## src/rtl/sbs_pkg.sv

```systemverilog
package sbs_pkg;

  typedef enum logic [2:0] {
    CYC_IDLE  = 3'd0,
    CYC_DOZE  = 3'd1,
    CYC_START = 3'd2,
    CYC_STEP  = 3'd3,
    CYC_HOLD  = 3'd4
  } cyc_e;

  typedef struct packed {
    cyc_e kind;
    logic wr;
  } cyc_t;

  function automatic logic cyc_active(input cyc_e k);
    return (k == CYC_START) || (k == CYC_STEP) || (k == CYC_HOLD);
  endfunction

endpackage

```

## src/rtl/sbs_decode.sv

```systemverilog
module sbs_decode
  import sbs_pkg::*;
#(
  parameter int LANES = 2
) (
  input  logic             sel_a_n,
  input  logic             sel_b,
  input  logic             sel_c_n,
  input  logic             cpu_strb_n,
  input  logic             ctl_strb_n,
  input  logic             step_n,
  input  logic             all_wr_n,
  input  logic             lane_wr_n,
  input  logic [LANES-1:0] lane_en_n,
  input  logic             doze,
  output cyc_t             cyc,
  output logic [LANES-1:0] lane_mask
);

  logic selected;
  logic cpu_go;
  logic wr_req;

  assign selected = !sel_a_n && sel_b && !sel_c_n;
  // the processor strobe counts only while the first select is low
  assign cpu_go   = !cpu_strb_n && !sel_a_n;
  assign wr_req   = !all_wr_n || (!lane_wr_n && !(&lane_en_n));

  always_comb begin
    cyc.kind = CYC_IDLE;
    cyc.wr   = 1'b0;
    if (doze) begin
      cyc.kind = CYC_DOZE;
    end else if (cpu_go) begin
      if (selected) cyc.kind = CYC_START;
    end else if (!ctl_strb_n) begin
      if (selected) begin
        cyc.kind = CYC_START;
        cyc.wr   = wr_req;
      end
    end else begin
      cyc.kind = step_n ? CYC_HOLD : CYC_STEP;
      cyc.wr   = wr_req;
    end
  end

  assign lane_mask = all_wr_n ? ~lane_en_n : {LANES{1'b1}};

endmodule

```

## src/rtl/sbs_burst_addr.sv

```systemverilog
module sbs_burst_addr
  import sbs_pkg::*;
#(
  parameter int ADDR_W  = 8,
  parameter int BURST_W = 2
) (
  input  logic              clk,
  input  logic              rst_n,
  input  cyc_e              kind,
  input  logic [ADDR_W-1:0] ext_addr,
  output logic [ADDR_W-1:0] eff_addr,
  output logic [ADDR_W-1:0] cur_addr
);

  localparam int HI_W = ADDR_W - BURST_W;

  logic [BURST_W-1:0] lo_next;
  logic [HI_W-1:0]    hi_keep;

  assign lo_next = cur_addr[BURST_W-1:0] + BURST_W'(1);
  assign hi_keep = cur_addr[ADDR_W-1:BURST_W];

  always_comb begin
    unique case (kind)
      CYC_START: eff_addr = ext_addr;
      CYC_STEP:  eff_addr = {hi_keep, lo_next};
      default:   eff_addr = cur_addr;
    endcase
  end

  always_ff @(posedge clk or negedge rst_n) begin
    if (!rst_n) begin
      cur_addr <= '0;
    end else if (cyc_active(kind)) begin
      cur_addr <= eff_addr;
    end
  end

endmodule

```

## src/rtl/sbs_array.sv

```systemverilog
module sbs_array #(
  parameter int ADDR_W = 8,
  parameter int LANES  = 2,
  parameter int LANE_W = 8
) (
  input  logic                    clk,
  input  logic                    wr_en,
  input  logic [LANES-1:0]        lane_mask,
  input  logic                    rd_en,
  input  logic [ADDR_W-1:0]       addr,
  input  logic [LANES*LANE_W-1:0] wdata,
  output logic [LANES*LANE_W-1:0] rdata
);

  localparam int DEPTH = 1 << ADDR_W;

  for (genvar g = 0; g < LANES; g++) begin : g_lane
    logic [LANE_W-1:0] cells [DEPTH];
    logic [LANE_W-1:0] lane_q;

    always_ff @(posedge clk) begin
      if (wr_en && lane_mask[g]) cells[addr] <= wdata[g*LANE_W +: LANE_W];
      if (rd_en) lane_q <= cells[addr];
    end

    assign rdata[g*LANE_W +: LANE_W] = lane_q;
  end

endmodule

```

## src/rtl/sbs_ctrl.sv

```systemverilog
module sbs_ctrl
  import sbs_pkg::*;
#(
  parameter int ADDR_W  = 8,
  parameter int BURST_W = 2,
  parameter int LANES   = 2,
  parameter int LANE_W  = 8
) (
  input  logic                    clk,
  input  logic                    rst_n,
  input  logic                    sel_a_n,
  input  logic                    sel_b,
  input  logic                    sel_c_n,
  input  logic                    cpu_strb_n,
  input  logic                    ctl_strb_n,
  input  logic                    step_n,
  input  logic                    all_wr_n,
  input  logic                    lane_wr_n,
  input  logic [LANES-1:0]        lane_en_n,
  input  logic                    doze,
  input  logic                    out_en_n,
  input  logic [ADDR_W-1:0]       ext_addr,
  input  logic [LANES*LANE_W-1:0] wr_data,
  output logic [LANES*LANE_W-1:0] rd_data,
  output logic                    rd_drive
);

  cyc_t              cyc;
  logic [LANES-1:0]  lane_mask;
  logic [ADDR_W-1:0] eff_addr;
  logic [ADDR_W-1:0] cur_addr;
  logic              do_wr;
  logic              do_rd;
  logic              rd_live;

  sbs_decode #(.LANES(LANES)) u_decode (
    .sel_a_n   (sel_a_n),
    .sel_b     (sel_b),
    .sel_c_n   (sel_c_n),
    .cpu_strb_n(cpu_strb_n),
    .ctl_strb_n(ctl_strb_n),
    .step_n    (step_n),
    .all_wr_n  (all_wr_n),
    .lane_wr_n (lane_wr_n),
    .lane_en_n (lane_en_n),
    .doze      (doze),
    .cyc       (cyc),
    .lane_mask (lane_mask)
  );

  sbs_burst_addr #(.ADDR_W(ADDR_W), .BURST_W(BURST_W)) u_addr (
    .clk     (clk),
    .rst_n   (rst_n),
    .kind    (cyc.kind),
    .ext_addr(ext_addr),
    .eff_addr(eff_addr),
    .cur_addr(cur_addr)
  );

  assign do_wr = rst_n && cyc_active(cyc.kind) && cyc.wr;
  assign do_rd = cyc_active(cyc.kind) && !cyc.wr;

  sbs_array #(.ADDR_W(ADDR_W), .LANES(LANES), .LANE_W(LANE_W)) u_array (
    .clk      (clk),
    .wr_en    (do_wr),
    .lane_mask(lane_mask),
    .rd_en    (do_rd),
    .addr     (eff_addr),
    .wdata    (wr_data),
    .rdata    (rd_data)
  );

  always_ff @(posedge clk or negedge rst_n) begin
    if (!rst_n) rd_live <= 1'b0;
    else        rd_live <= do_rd;
  end

  // output enable is applied without a clock
  assign rd_drive = rd_live && !out_en_n;

endmodule

```

## config.mk

```make
export PLATFORM = sky130hd
export DESIGN_NAME = sbs_ctrl
export DESIGN_NICKNAME = d
export VERILOG_FILES = /design/src/rtl/sbs_pkg.sv /design/src/rtl/sbs_decode.sv /design/src/rtl/sbs_burst_addr.sv /design/src/rtl/sbs_array.sv /design/src/rtl/sbs_ctrl.sv
export SDC_FILE = /design/constraint.sdc
export NUM_CORES = 2
export LEC_CHECK = 0
export BUFFER_PORTS_ARGS = -buffer_cell sky130_fd_sc_hd__buf_2
export CAP_MARGIN = 20
export CORE_ASPECT_RATIO = 1.2
export CORE_MARGIN = 5
export CORE_UTILIZATION = 50
export DETAILED_ROUTE_END_ITERATION = 8
export GPL_ROUTABILITY_DRIVEN = 0
export PLACE_DENSITY = 0.68
export SETUP_SLACK_MARGIN = 0.4
export SLEW_MARGIN = 20
export SYNTH_ARGS = -nofsm -noshare
export SYNTH_HDL_FRONTEND = slang
export SYNTH_HIERARCHICAL = 1
export SYNTH_SLANG_ARGS = --single-unit
export TNS_END_PERCENT = 30
```

## constraint.sdc

```tcl
create_clock -name clk -period 3.2 [get_ports clk]
set_clock_uncertainty 0.2 [all_clocks]
set_input_delay 0.32 -clock clk [delete_from_list [all_inputs] [get_ports clk]]
set_output_delay 0.32 -clock clk [all_outputs]
set_load 0.05 [all_outputs]
```

==> run metrics <==
result of the run=complete, but fails checks; failing checks=negative setup slack; R2R Path End=u_array/g_lane[0].lane_q[6]$_DFFE_PP_; crit path capture type=flop; CP Data Required Time=3.61 ns; most instantiated library cell after synthesis=sky130_fd_sc_hd__edfxtp_1; first-iteration detailed-routing DRC count=9,609; cell count along the critical path=15; Synth top cells by count=sky130_fd_sc_hd__edfxtp_1 (4,112), sky130_fd_sc_hd__mux4_2 (1,024), sky130_fd_sc_hd__nor2_1 (527); width of the chip=522.0 um; via count=80,935; non-filler instance count after layout=13,007; via count of the first global-routing pass=82,886; Crit path buffers/inverters=7; worst min-delay path category=in2reg; R2R Path Start=u_addr/cur_addr[0]$_DFFE_PN0P_; kind of cell adding the most delay to the critical path=buffers and inverters; area fraction of the dominant cell type after synthesis=78.52%; PortBufs=54; clock latency at the later pin of the worst-skew pair=0.90 ns; post-route cell area=191,700 sq um; leakage=60.93 nW; footprint of the multi-input gates=34,680 sq um; total number of clock tree sinks=4,121; count of unresolved DRC violations after routing=0; fraction of the cycle the final worst path needs=118.5%; depth of the worst register-to-register path=15; worst supply voltage drop on vdd=509.8 uV; Synth Flop Type=sky130_fd_sc_hd__edfxtp_1; DP HPWL=257,600 um; number of standard-cell rows in the floorplan=225; clock-pin slew reported for the worst setup and hold paths after clock tree synthesis=0.06 ns; largest net degree at the start of global routing=114; length of the first detailed-routing pass in iterations=6; vertical die dimension=624.4 um; sequential cell area=123,700 sq um; Synthesis Warnings=6; stage delay of the slowest cell on the critical path=0.51 ns; post-synthesis average cell area=22.19 sq um; slew at the pin closest to its max-slew limit=0.9617 ns; Setup-failing EPs final=346; setup TNS=-16.76 ns; initial cell density of the core=50.24%; standard cell with the maximum stage delay on the critical path=sky130_fd_sc_hd__mux4_2; Fmax=0.2638 GHz; TritonCTS clock tree=built; wirelength, routed=407,800 um; final worst path period need=3.791 ns; total routing usage reported by global routing=24.89%; EDFF count, synth=4,112; dominant cell type by area after synthesis=sky130_fd_sc_hd__edfxtp_1; DRT antenna net count=0; fraction of the yosys area taken by sequential cells=78.66%; unrepaired setup endpoints after global routing=yes; via density per instance=6.222; H-tree depth reported by CTS=5; floorplan die area=325,900 sq um; type of the worst setup path=reg2reg; first-pass GRT wire length=591,300 um; global-route congestion overflow total=0; crit-path max FO=8; antenna violations before repair=15; CP Cell Sequence=nor2b_2 -> a21oi_2 -> o21ai_4 -> buf_12 -> buf_16 -> buf_12 -> buf_16 -> buf_6 -> buf_4 -> mux4_2 -> a22oi_2 -> a21oi_2 -> o41ai_2 -> buf_4 -> nand4_1; Cell Count Post-Placement=12,092; number of clock buffers inserted by TritonCTS=397; final hold violation count=0; hold path startpoint=ext_addr[4]; fillers=20,952; endpoint of the worst hold-timing path=u_addr/cur_addr[4]$_DFFE_PN0P_; hold-critical path depth=3; total core area=313,100 sq um; fraction of final layout cells with drive strength greater than 1=40.47%; number of nets in the final layout=8,531; worst-case headroom to the max-slew limit=35.89%; Register-to-Register Setup Slack=-0.59 ns; Syn Inst Count=7,086; maximum buffer depth of the clock tree=4; CP Launch Type=flop; final routed wire length divided by cell count=31.35 um; async set-reset flop share out of synthesis=0.2184%; number of max-slew violations in the final report=0; flops & latches, synth=4,121; total nets after synthesis=7,124; Worst EP arrival=4.21 ns; cell area after technology mapping=157,300 sq um; worst path setup slack after routing=-0.5912 ns; top-level port count=55; number of max-cap violations=0; Placed Area=174,500 sq um; top cells by area, synth=sky130_fd_sc_hd__edfxtp_1 (79%), sky130_fd_sc_hd__mux4_2 (15%), sky130_fd_sc_hd__a22oi_1 (2.4%); cell area power density=711.9 nW/um^2; root buffer cell=sky130_fd_sc_hd__clkbuf_16; Unique masters post-synth=38; P&R area growth vs syn=21.89%
-- cell usage in the layout, fill, tap and decap left out, drive strengths merged, types with 3 or more instances in the layout --
| cell type | n |
|---|---|
| a21oi | 260 |
| a22oi | 512 |
| buf | 1426 |
| bufbuf | 5 |
| bufinv | 21 |
| clkbuf | 514 |
| clkinv | 167 |
| clkinvlp | 8 |
| dfrtp | 9 |
| diode | 3 |
| dlygate4sd3 | 31 |
| edfxtp | 4112 |
| inv | 12 |
| mux2 | 12 |
| mux4 | 1024 |
| nand2 | 52 |
| nand2b | 3 |
| nand3 | 4 |
| nand4 | 16 |
| nor2 | 528 |
| nor2b | 8 |
| o21ai | 3 |
| o41ai | 64 |
-- sequential cells by signal (all words and copies together) (netlist names) --
name,count
rd_live,1
u_array/g_lane.cells,4096
u_addr/cur_addr,8
u_array/g_lane.lane_q,16
-- through the flow --
step	power [mW]	worst slack (ns)	utilization (%)	hold WS (ns)
6_report	136.5	-0.5912	61.23	0.06512
5_1_grt	140.7	-0.6731	61.23	0.03352
4_1_cts	136.0	-0.5359	60.77	0.006242
3_5_place_dp	89.13	-1.732	55.73	0.09327
3_3_place_gp	88.86	-2.019	55.72	0.08907
2_1_floorplan	76.33	-0.3300	-	-0.1756
-- tightest hold or removal path, delay by kind of cell --
family                 cells  cell delay (ns)
buffers and inverters      2             0.66
multiplexers               1             0.14
-- power breakdown --
part	internal [mW]	leakage, nW	switching, mW
clock network	25.0	5.97	19.5
registers	59.5	37.1	0.111
logic	15.0	17.9	17.4
-- how the worst max path moves through the flow --
stage | from | end | slack, ns
after global placement | sel_a_n | u_array/g_lane[1].lane_q[0]$_DFFE_PP_ | -2.02
after floorplan | sel_c_n | u_array/g_lane[1].cells[95][0]$_DFFE_PP_ | -0.33
after CTS | u_addr/cur_addr[0]$_DFFE_PN0P_ | u_array/g_lane[0].lane_q[7]$_DFFE_PP_ | -0.54
after global routing | u_addr/cur_addr[0]$_DFFE_PN0P_ | u_array/g_lane[0].lane_q[4]$_DFFE_PP_ | -0.67
after detailed placement | sel_a_n | u_array/g_lane[0].lane_q[1]$_DFFE_PP_ | -1.73
final | u_addr/cur_addr[0]$_DFFE_PN0P_ | u_array/g_lane[0].lane_q[6]$_DFFE_PP_ | -0.59
-- metal layers --
layer / vias to the layer above / part of all wire, % / routed length [um] / track usage [%]
met4: 4 / 4.3 / 17460 / 9.374
met2: 4178 / 50 / 205900 / 41.41
met1: 43021 / 37 / 150800 / 33.33
met5: - / 0.0066 / 27 / 0
li1: 32983 / - / - / -
met3: 749 / 8.2 / 33600 / 4.213
-- repair_timing --
| action | 4_1_cts | 5_1_grt |
|---|---|---|
| endpoints found under the setup margin | 4104 | 4112 |
| hold buffers | 31 | 0 |
| gates cloned | 18 | 5 |
| setup buffers | 89 | 58 |
| hold endpoints to repair | 1980 | 0 |
| pin swaps | 46 | 58 |
| gates resized for setup | 352 | 174 |
-- cell families after synthesis --
logic type	after synthesis	share of synthesized area [%]
AOI/OAI and AO/OA	845	3.672
buffers and inverters	465	1.338
DFF	4121	78.66
muxes	1036	14.77
and+or+nand+nor	619	1.555
-- area by class of cell --
cell class / instances / area share, %
flip-flops and latches: 4121 / 64.53
multi-input cells: 2500 / 18.09
repair buffers: 1471 / 8.261
clock buffers: 505 / 5.516
well taps: 4199 / 2.741
clock inverters: 206 / 0.8472
inverters: 2 / 0.003916
diodes: 3 / 0.003916
(Power assumes the default switching activity.)
